==> src/rtl/dma_pkg.sv <==
package dma_pkg;
  localparam logic [2:0] REG_SRC    = 3'd0;
  localparam logic [2:0] REG_DST    = 3'd1;
  localparam logic [2:0] REG_CNT    = 3'd2;
  localparam logic [2:0] REG_CTRL   = 3'd3;
  localparam logic [2:0] REG_RELOAD = 3'd4;
  localparam logic [2:0] REG_MASTER = 3'd5;

  localparam int CB_EN     = 0;
  localparam int CB_SINC   = 1;
  localparam int CB_DINC   = 2;
  localparam int CB_BURST  = 3;
  localparam int CB_IRQEN  = 4;
  localparam int CB_RLDEN  = 5;
  localparam int CB_DONE   = 6;

  typedef struct packed {
    logic rld_en;
    logic irq_en;
    logic burst;
    logic dst_inc;
    logic src_inc;
    logic en;
  } ctrl_t;

  typedef enum logic [1:0] {
    SEQ_IDLE = 2'b00,
    SEQ_RD   = 2'b01,
    SEQ_WR   = 2'b10
  } seq_t;
endpackage

==> src/rtl/dma_regs.sv <==
module dma_regs
  import dma_pkg::*;
#(
  parameter int ADDR_W = 32,
  parameter int CNT_W  = 16,
  parameter int RLD_W  = 16,
  parameter int REG_W  = 32
) (
  input  logic              clk,
  input  logic              rst,
  input  logic              reg_wr,
  input  logic              reg_rd,
  input  logic [2:0]        reg_addr,
  input  logic [REG_W-1:0]  reg_wdata,
  output logic [REG_W-1:0]  reg_rdata,
  input  logic              end_evt,
  input  logic [ADDR_W-1:0] src_cur,
  input  logic [ADDR_W-1:0] dst_cur,
  input  logic [CNT_W-1:0]  cnt_cur,
  output ctrl_t             ctrl,
  output logic              master,
  output logic              done,
  output logic [ADDR_W-1:0] src_prog,
  output logic [ADDR_W-1:0] dst_prog,
  output logic [CNT_W-1:0]  cnt_prog,
  output logic [RLD_W-1:0]  rld_prog,
  output logic              load
);
  logic wr_ctrl;

  assign wr_ctrl = reg_wr && (reg_addr == REG_CTRL);
  assign load    = wr_ctrl && reg_wdata[CB_EN] && !ctrl.en;

  always_ff @(posedge clk) begin
    if (rst) begin
      ctrl     <= '0;
      master   <= 1'b0;
      src_prog <= '0;
      dst_prog <= '0;
      cnt_prog <= '0;
      rld_prog <= '0;
    end else begin
      if (reg_wr) begin
        case (reg_addr)
          REG_SRC:    src_prog <= reg_wdata[ADDR_W-1:0];
          REG_DST:    dst_prog <= reg_wdata[ADDR_W-1:0];
          REG_CNT:    cnt_prog <= reg_wdata[CNT_W-1:0];
          REG_RELOAD: rld_prog <= reg_wdata[RLD_W-1:0];
          REG_MASTER: master   <= reg_wdata[0];
          REG_CTRL: begin
            ctrl.en      <= reg_wdata[CB_EN];
            ctrl.src_inc <= reg_wdata[CB_SINC];
            ctrl.dst_inc <= reg_wdata[CB_DINC];
            ctrl.burst   <= reg_wdata[CB_BURST];
            ctrl.irq_en  <= reg_wdata[CB_IRQEN];
            ctrl.rld_en  <= reg_wdata[CB_RLDEN];
          end
          default: ;
        endcase
      end
      // count exhaustion wins over a software write of the enable bit
      if (end_evt) ctrl.en <= 1'b0;
    end
  end

  // sticky end flag, write-one-to-clear, set wins over clear
  always_ff @(posedge clk) begin
    if (rst)                              done <= 1'b0;
    else if (end_evt)                     done <= 1'b1;
    else if (wr_ctrl && reg_wdata[CB_DONE]) done <= 1'b0;
  end

  always_ff @(posedge clk) begin
    if (rst) begin
      reg_rdata <= '0;
    end else if (reg_rd) begin
      case (reg_addr)
        REG_SRC:    reg_rdata <= REG_W'(src_cur);
        REG_DST:    reg_rdata <= REG_W'(dst_cur);
        REG_CNT:    reg_rdata <= REG_W'(cnt_cur);
        REG_CTRL:   reg_rdata <= REG_W'({done, ctrl.rld_en, ctrl.irq_en, ctrl.burst,
                                         ctrl.dst_inc, ctrl.src_inc, ctrl.en});
        REG_RELOAD: reg_rdata <= REG_W'(rld_prog);
        REG_MASTER: reg_rdata <= REG_W'(master);
        default:    reg_rdata <= '0;
      endcase
    end
  end
endmodule

==> src/rtl/dma_addr_gen.sv <==
module dma_addr_gen #(
  parameter int ADDR_W = 32,
  parameter int CNT_W  = 16,
  parameter int RLD_W  = 16
) (
  input  logic              clk,
  input  logic              rst,
  input  logic              load,
  input  logic              step,
  input  logic [ADDR_W-1:0] src_prog,
  input  logic [ADDR_W-1:0] dst_prog,
  input  logic [CNT_W-1:0]  cnt_prog,
  input  logic [RLD_W-1:0]  rld_prog,
  input  logic              src_inc,
  input  logic              dst_inc,
  input  logic              rld_en,
  output logic [ADDR_W-1:0] src_cur,
  output logic [ADDR_W-1:0] dst_cur,
  output logic [CNT_W-1:0]  cnt_cur,
  output logic              last
);
  logic [ADDR_W-1:0] src_base;
  logic [RLD_W-1:0]  rld_base;
  logic [RLD_W-1:0]  rld_left;
  logic              wrap;

  assign wrap = rld_en && (rld_base != '0) && (rld_left == RLD_W'(1));
  assign last = (cnt_cur == CNT_W'(1));

  always_ff @(posedge clk) begin
    if (rst) begin
      src_base <= '0;
      src_cur  <= '0;
      dst_cur  <= '0;
      cnt_cur  <= '0;
      rld_base <= '0;
      rld_left <= '0;
    end else if (load) begin
      src_base <= src_prog;
      src_cur  <= src_prog;
      dst_cur  <= dst_prog;
      cnt_cur  <= cnt_prog;
      rld_base <= rld_prog;
      rld_left <= rld_prog;
    end else if (step) begin
      cnt_cur <= cnt_cur - 1'b1;
      if (dst_inc) dst_cur <= dst_cur + 1'b1;
      if (wrap) begin
        src_cur  <= src_base;
        rld_left <= rld_base;
      end else begin
        if (src_inc) src_cur <= src_cur + 1'b1;
        rld_left <= rld_left - 1'b1;
      end
    end
  end
endmodule

==> src/rtl/dma_seq.sv <==
module dma_seq
  import dma_pkg::*;
(
  input  logic       clk,
  input  logic       rst,
  input  logic       dreq,
  input  logic       go_ok,
  input  logic       burst,
  input  logic       last,
  input  logic       mem_ready,
  input  logic [7:0] mem_rdata,
  output logic       mem_rd,
  output logic       mem_wr,
  output logic [7:0] mem_wdata,
  output logic       step,
  output logic       end_evt
);
  seq_t       state;
  logic       pend;
  logic       req;
  logic [7:0] data_q;

  assign req       = pend || dreq;
  assign mem_rd    = state[0];
  assign mem_wr    = state[1];
  assign mem_wdata = data_q;
  assign step      = (state == SEQ_WR) && mem_ready;
  assign end_evt   = step && last;

  always_ff @(posedge clk) begin
    if (rst) begin
      state  <= SEQ_IDLE;
      data_q <= '0;
    end else begin
      case (state)
        SEQ_IDLE: if (go_ok && req) state <= SEQ_RD;
        SEQ_RD: if (mem_ready) begin
          data_q <= mem_rdata;
          state  <= SEQ_WR;
        end
        SEQ_WR: if (mem_ready) begin
          if (!last && burst && go_ok) state <= SEQ_RD;
          else                         state <= SEQ_IDLE;
        end
        default: state <= SEQ_IDLE;
      endcase
    end
  end

  // one held request; dropped whenever the channel is gated off
  always_ff @(posedge clk) begin
    if (rst)                                   pend <= 1'b0;
    else if (!go_ok)                           pend <= 1'b0;
    else if (state == SEQ_IDLE && req)         pend <= 1'b0;
    else if (dreq)                             pend <= 1'b1;
  end
endmodule

==> src/rtl/dma_reload_chan.sv <==
module dma_reload_chan
  import dma_pkg::*;
#(
  parameter int ADDR_W = 32,
  parameter int CNT_W  = 16,
  parameter int RLD_W  = 16,
  parameter int REG_W  = 32
) (
  input  logic              clk,
  input  logic              rst,
  input  logic              reg_wr,
  input  logic              reg_rd,
  input  logic [2:0]        reg_addr,
  input  logic [REG_W-1:0]  reg_wdata,
  output logic [REG_W-1:0]  reg_rdata,
  input  logic              dreq,
  output logic [ADDR_W-1:0] mem_addr,
  output logic              mem_rd,
  output logic              mem_wr,
  output logic [7:0]        mem_wdata,
  input  logic [7:0]        mem_rdata,
  input  logic              mem_ready,
  output logic              irq
);
  ctrl_t             ctrl;
  logic              master;
  logic              done_flag;
  logic              load;
  logic              step;
  logic              end_evt;
  logic              last;
  logic              gate_ok;
  logic              go_ok;
  logic [ADDR_W-1:0] src_prog, dst_prog, src_cur, dst_cur;
  logic [CNT_W-1:0]  cnt_prog, cnt_cur;
  logic [RLD_W-1:0]  rld_prog;

  assign gate_ok  = master && ctrl.en;
  assign go_ok    = gate_ok && (cnt_cur != '0);
  assign mem_addr = mem_wr ? dst_cur : src_cur;
  assign irq      = done_flag && ctrl.irq_en;

  dma_regs #(.ADDR_W(ADDR_W), .CNT_W(CNT_W), .RLD_W(RLD_W), .REG_W(REG_W)) u_regs (
    .clk(clk), .rst(rst), .reg_wr(reg_wr), .reg_rd(reg_rd), .reg_addr(reg_addr),
    .reg_wdata(reg_wdata), .reg_rdata(reg_rdata), .end_evt(end_evt),
    .src_cur(src_cur), .dst_cur(dst_cur), .cnt_cur(cnt_cur), .ctrl(ctrl),
    .master(master), .done(done_flag), .src_prog(src_prog), .dst_prog(dst_prog),
    .cnt_prog(cnt_prog), .rld_prog(rld_prog), .load(load)
  );

  dma_addr_gen #(.ADDR_W(ADDR_W), .CNT_W(CNT_W), .RLD_W(RLD_W)) u_agen (
    .clk(clk), .rst(rst), .load(load), .step(step), .src_prog(src_prog),
    .dst_prog(dst_prog), .cnt_prog(cnt_prog), .rld_prog(rld_prog),
    .src_inc(ctrl.src_inc), .dst_inc(ctrl.dst_inc), .rld_en(ctrl.rld_en),
    .src_cur(src_cur), .dst_cur(dst_cur), .cnt_cur(cnt_cur), .last(last)
  );

  dma_seq u_seq (
    .clk(clk), .rst(rst), .dreq(dreq), .go_ok(go_ok), .burst(ctrl.burst),
    .last(last), .mem_ready(mem_ready), .mem_rdata(mem_rdata), .mem_rd(mem_rd),
    .mem_wr(mem_wr), .mem_wdata(mem_wdata), .step(step), .end_evt(end_evt)
  );
endmodule

==> config.mk <==
export PLATFORM = sky130hd
export DESIGN_NAME = dma_reload_chan
export DESIGN_NICKNAME = d
export VERILOG_FILES = /design/src/rtl/dma_pkg.sv /design/src/rtl/dma_regs.sv /design/src/rtl/dma_addr_gen.sv /design/src/rtl/dma_seq.sv /design/src/rtl/dma_reload_chan.sv
export SDC_FILE = /design/constraint.sdc
export NUM_CORES = 1
export LEC_CHECK = 0
export BUFFER_PORTS_ARGS = -buffer_cell sky130_fd_sc_hd__buf_2
export CAP_MARGIN = 20
export CORE_MARGIN = 5
export CORE_UTILIZATION = 60
export DETAILED_ROUTE_END_ITERATION = 8
export PLACE_DENSITY = 0.8
export SYNTH_ARGS = -nofsm -noshare
export SYNTH_HDL_FRONTEND = slang
export SYNTH_SLANG_ARGS = --single-unit
==> constraint.sdc <==
create_clock -name clk -period 2.9 [get_ports clk]
set_input_delay 0.29 -clock clk [delete_from_list [all_inputs] [get_ports clk]]
set_output_delay 0.29 -clock clk [all_outputs]
set_load 0.02 [all_outputs]
Yosys cells after proc, flatten, opt, wreduce, memory -nomap -nowiden:

Cells that the tools add are included.

* add/subtract/negate cells: 4
* equality and inequality tests: 12
* multiplexer cells: 21
* bitwise logic cells: 1
* reductions and logical operators: 38

Operator list (number)
* 2-to-1 mux 32 bit: 8
* one-hot mux 32 bit (6 select lines): 1
* 2-to-1 mux 16 bit: 5
* adder 32 x 1 -> 32 bit, second input constant: 2
* == test 16 x 1 -> 1 bit, second input constant: 2
* nonzero test 16 bit: 2
* subtractor 16 x 1 -> 16 bit, second input constant: 2
* AND reduction 2 bit: 9
* logical AND 1 bit: 15
* == test 3 x 2 -> 1 bit, second input constant: 2
* == test 3 bit, second input constant: 2
* 2-to-1 mux 2 bit: 3
* one-hot mux 2 bit (3 select lines): 1
* nonzero test 2 bit: 3
* inequality test 2 bit, second input constant: 2
* == test 3 x 1 -> 1 bit, second input constant: 1
* logical NOT 3 bit: 1
* 2-to-1 mux 1 bit: 3
* AND reduction 3 bit: 1
* nonzero test 3 bit: 1
* OR reduction 3 bit: 1
* == test 2 x 1 -> 1 bit, second input constant: 1
* == test 2 bit, second input constant: 1
* logical NOT 1 bit: 2
* other kinds (5): 5

* register bits: 291
* bits of input ports: 49

Longest topological paths before layout:

* word-level depth: 7
* gate-level depth with buffers: 10

Cells and area by module:

From an unflattened synthesis, not the netlist that was laid out.

* cells, all modules: 1754
* area, all modules: 14333.7 um^2

Modules (own cells, without submodules)
* dma_addr_gen: times used 1, cells each 994, area an instance 7753.7 um^2, sequential area each 2882.8 um^2
* dma_regs: times used 1, cells each 674, area an instance 5551.6 um^2, sequential area each 2722.6 um^2
* dma_reload_chan: times used 1, cells each 43, area an instance 588.1 um^2, sequential area each 0.0 um^2
* dma_seq: times used 1, cells each 43, area an instance 440.4 um^2, sequential area each 220.2 um^2

Worst setup path after synthesis:

OpenSTA, ideal clock, no wires.

* path kind: reg2reg
* start: register u_agen.src_cur[0]
* end: register u_agen.src_cur[26]
* setup time: 119 ps
* arrival: 2137 ps
* required time: 2781 ps
* path slack: 644 ps
* cell stages (with the launch flop): 8
* period minus slack after synthesis: 2256 ps
* cell sequence: dfxtp_1 -> ha_1 -> nand3_1 -> nor4_1 -> nand2_1 -> or4b_2 -> a21oi_1 -> nor3_1

* longest elaborated chain between the ends: 5

Ends and longest elaborated chain
* from (decl): line dma_addr_gen.sv:17 `output logic [ADDR_W-1:0] src_cur,`
* from (signal assigned): line dma_addr_gen.sv:40 `src_cur <= src_prog;`
* from (signal assigned): line dma_addr_gen.sv:49 `src_cur <= src_base;`
* from (signal assigned): line dma_addr_gen.sv:52 `if (src_inc) src_cur <= src_cur + 1'b1;`
* adder 32 x 1 -> 32 bit: line dma_addr_gen.sv:52
* 2-to-1 mux 32 bit: line dma_addr_gen.sv:52
* 2-to-1 mux 32 bit: line dma_addr_gen.sv:48 `if (wrap) begin`
* 2-to-1 mux 32 bit: line dma_addr_gen.sv:45 `end else if (step) begin`
* 2-to-1 mux 32 bit: line dma_addr_gen.sv:38 `end else if (load) begin`

No other way between the ends. The select of a mux whose other input is x is not followed.
A chain may end at the register's enable or synchronous reset.

Worst setup path in the final report:

* start: register u_agen.rld_left[7]
* end: register u_agen.src_cur[16]

* longest elaborated chain between the ends: 5
* elaborated cells on any way between the ends: 7
* those cells by class: eq/ne (1); mux (3); reduce/logical (3)

Ends and longest elaborated chain
* from (decl): line dma_addr_gen.sv:24 `logic [RLD_W-1:0] rld_left;`
* from (signal assigned): line dma_addr_gen.sv:44 `rld_left <= rld_prog;`
* from (signal assigned): line dma_addr_gen.sv:50 `rld_left <= rld_base;`
* from (signal assigned): line dma_addr_gen.sv:53 `rld_left <= rld_left - 1'b1;`
* == test 16 x 1 -> 1 bit *: line dma_addr_gen.sv:27 `assign wrap = rld_en && (rld_base != '0) && (rld_left == RLD_W'(1));`
* logical AND 1 bit *: line dma_addr_gen.sv:27
* 2-to-1 mux 32 bit: line dma_addr_gen.sv:48
* 2-to-1 mux 32 bit: line dma_addr_gen.sv:45
* 2-to-1 mux 32 bit: line dma_addr_gen.sv:38

Every way passes the cells marked *; elsewhere a longest branch is shown, timed or not. The select of a mux whose other input is x is not followed.

==> results_dict.tcl <==
set metrics [dict create \
    synth-seq-cells 291 \
    netlist.area_leader.share 0.415 \
    num_io_pins 124 \
    globalRoute.totalOverflow 0 \
    finalSetupViolCount 0 \
    fin_worst_skew_ns 0.0150 \
    numCtsBuffers 30 \
    std_cell_rows 56 \
    grt_max_degree 148 \
    fmax_mhz 389 \
    rsz0062_at_grt "false" \
    seqCellArea_um2 5830 \
    layout.nets 1908 \
    fp.coreArea_um2 23300 \
    largest_voltage_drop_on_the_vdd_net_v 0.000494 \
    grtUsageTotal 0.324 \
    crit_required_ns 3.33 \
    finish.utilization 0.693 \
    multi_input_comb_area_um2 7630 \
    finalCriticalPeriod_ns 2.57 \
    worst_path_largest_cell_delay_ns 0.54 \
    htreeDepth 1 \
    first_pass_iters 8 \
    dp.final_hpwl_um 30700 \
    report.final.hold_viol_count 0 \
    synthMostInstantiatedCell "nand2_1" \
    synth_enable_flop_cells 0 \
    synthesis.area_um2 14000 \
    gp_routability_congestion 0.994 \
    cts_root_buf "clkbuf_16" \
    critPathMaxFanout 16 \
    synthesis.nets 1836 \
    hold-path-cell-count 3 \
    die_area_um2 26500 \
    number_of_max_slew_violations_in_the_final_report 0 \
    ctsLongestPathBuffers 3 \
    nFillCells 1880 \
    first_pass_grt_wire_length_um 70200 \
    top_cell_family_by_delay_on_the_critical_path "simple AND/OR/NAND/NOR gates" \
    antenna_violations_before_repair 0 \
    hold_class "input port to flop" \
    maxSlewHeadroom 0.427 \
    drt_iter0_markers 1692 \
    crit_cells 7 \
    port_buffers 123 \
    worstSetupPathType "flop to flop" \
    start_util 0.603 \
    synth_top_area_cell "dfxtp_1" \
    ys_top_cells_by_area "dfxtp_1 (42%), nand2_1 (10%), a21oi_1 (7.8%)" \
    clock-sinks 291 \
    seq_area_frac_synth 0.415 \
    drt-vias-per-instance 6.30 \
    die_w_um 163 \
    layout.cell_area.non_filler_um2 16100 \
    wl_per_cell_um 20.2 \
    layout-drive-gt1-share 0.158 \
    fp.dieH_um 163 \
    result_of_the_run "finished, final reports clean" \
    area_growth_pct 14.9 \
    worst_path_cell_chain "nor4_1 -> nand2_1 -> nor3_2 -> buf_4 -> mux2i_1 -> o32ai_1 -> a221o_1" \
    cts_hold_repair.buffers 14 \
    drv.max_cap_violation_count 0 \
    vias 13822 \
    worst-endpoint-arrival_ns 3.00 \
    netlist_top_cells_count "nand2_1 (384), dfxtp_1 (291), a21oi_1 (218)" \
    timing.critical_path.slowest_stage_cell "nor4_1" \
    path_clk_slew_ns 0.06 \
    number_of_global_route_vias_before_repair 12885 \
    worstSetupStartpointType "flop" \
    postRouteWirelength_um 44400 \
    post-route-period-util 0.886 \
    postLayoutSetupSlackWorst_ns 0.331 \
    synth.lib_cells_used.distinct 73 \
    diodes 0 \
    syn-mean-instance-area_um2 7.88 \
    yosys_warnings 0 \
    power.leakage_nw 6.16 \
    synth_top_flop_cell "dfxtp_1" \
    syn-instance-count 1780 \
    drt.antenna.violating_nets 0 \
    power-per-cell-area_nw_per_um2 548 \
    critical_path_buf_inv_count 1 \
    post_cts_buffers 0 \
    place_ws_ns 0.443 \
    clock_insertion_delay_worst_skew_ns 0.56 \
    tritoncts_clock_tree "built" \
    post_dp_cell_area_um2 14900 \
    worst-slew-pin-transition_ns 0.860 \
    critPathCaptureType "flop" \
    tns_ns 0 \
    cts.repair.resized 0 \
    synth_async_sr_flop_share 0 \
    remaining_drc_errors 0 \
    report.power.total_w 0.00883 \
    r2r.worst_path.cells 7 \
]
cells in the final DEF (no fill, tap or decap), types with 8 or more instances in the layout:
cell type        n
a211oi_1        45
a21oi_1        218
a311oi_1        25
a31oi_1         12
and2_1           8
and3_1          15
and4_1          15
buf_2          122
buf_4           40
clkbuf_16       31
clkbuf_8        12
dfxtp_1        290
dlygate4sd3_1   14
inv_1           10
mux2_2          47
mux2i_1         33
nand2_1        384
nand3_1         43
nand4_1         25
nor2_1         152
nor2b_1         31
nor3_1          25
nor4_1          15
o211ai_1        13
o21ai_0         44
or3_1           18
xnor2_1         19
xor2_1          34
tightest hold or removal path: cells and delay by family:
kind | cells | cell delay, ns
compound gates | 1 | 0.05
simple gates | 1 | 0.05
buf+inv | 1 | 0.11
cells by family (layout without fill, tap and decap cells):
family | after synthesis | count (layout) | synth area share
buffers and inverters | 151 | 246 | 0.0417
muxes | 84 | 84 | 0.0680
AOI/OAI and AO/OA | 417 | 417 | 0.181
adders and majority gates | 7 | 7 | 0.00625
xor gates and xnor gates | 53 | 53 | 0.0331
DFF | 291 | 291 | 0.415
and+or+nand+nor | 777 | 777 | 0.255
flip-flops by register name, summed over array words and instances (netlist names):
register / count
u_agen.cnt_cur: 16
u_regs.reg_rdata: 32
u_regs.cnt_prog: 16
u_regs.ctrl: 6
u_agen.src_base: 32
u_agen.src_cur: 32
u_agen.dst_cur: 32
u_seq.state: 2
u_regs.dst_prog: 32
u_regs.rld_prog: 16
u_agen.rld_base: 16
u_seq.pend: 1
u_agen.rld_left: 16
u_regs.done: 1
u_seq.mem_wdata: 8
u_regs.src_prog: 32
u_regs.master: 1
worst paths after layout:
check	start	end	slack [ns]
max	u_agen.rld_left[7]	u_agen.src_cur[16]	0.33
min	reg_wdata[21]	u_regs.src_prog[21]	0.007
max reg2reg	u_agen.rld_left[7]	u_agen.src_cur[16]	0.33
min reg2reg	u_regs.dst_prog[8]	u_regs.dst_prog[8]	0.45
metrics by stage:
| step | cells | hold WS, ns |
|---|---|---|
| after global routing | 2194 | 0.0107 |
| after global placement | 2124 | 0.435 |
| after CTS | 2193 | 0.000495 |
| final | 2194 | 0.00651 |
| after detailed placement | 2124 | 0.447 |
| after floorplan | 1780 | 0.425 |
report_power, final:
part	total [W]	internal (W)	switching, W
sequential	0.00414	0.00406	0.0000790
combinational	0.000506	0.000174	0.000332
clock	0.00418	0.00258	0.00161
routing by layer:
layer	routed length (µm)	global-route usage	share of wire
met1	18000	0.453	0.41
met2	19900	0.509	0.45
met3	4500	0.0491	0.10
met4	1960	0.125	0.044
met5	0	0	0
cell type report:
type,count,area share
Multi-Input combinational cell,1338,0.474
Sequential cell,291,0.362
Timing Repair Buffer,181,0.0701
Clock buffer,46,0.0585
Tap cell,319,0.0248
Clock inverter,9,0.00916
Inverter,10,0.00233
(Power assumes the default switching activity.)
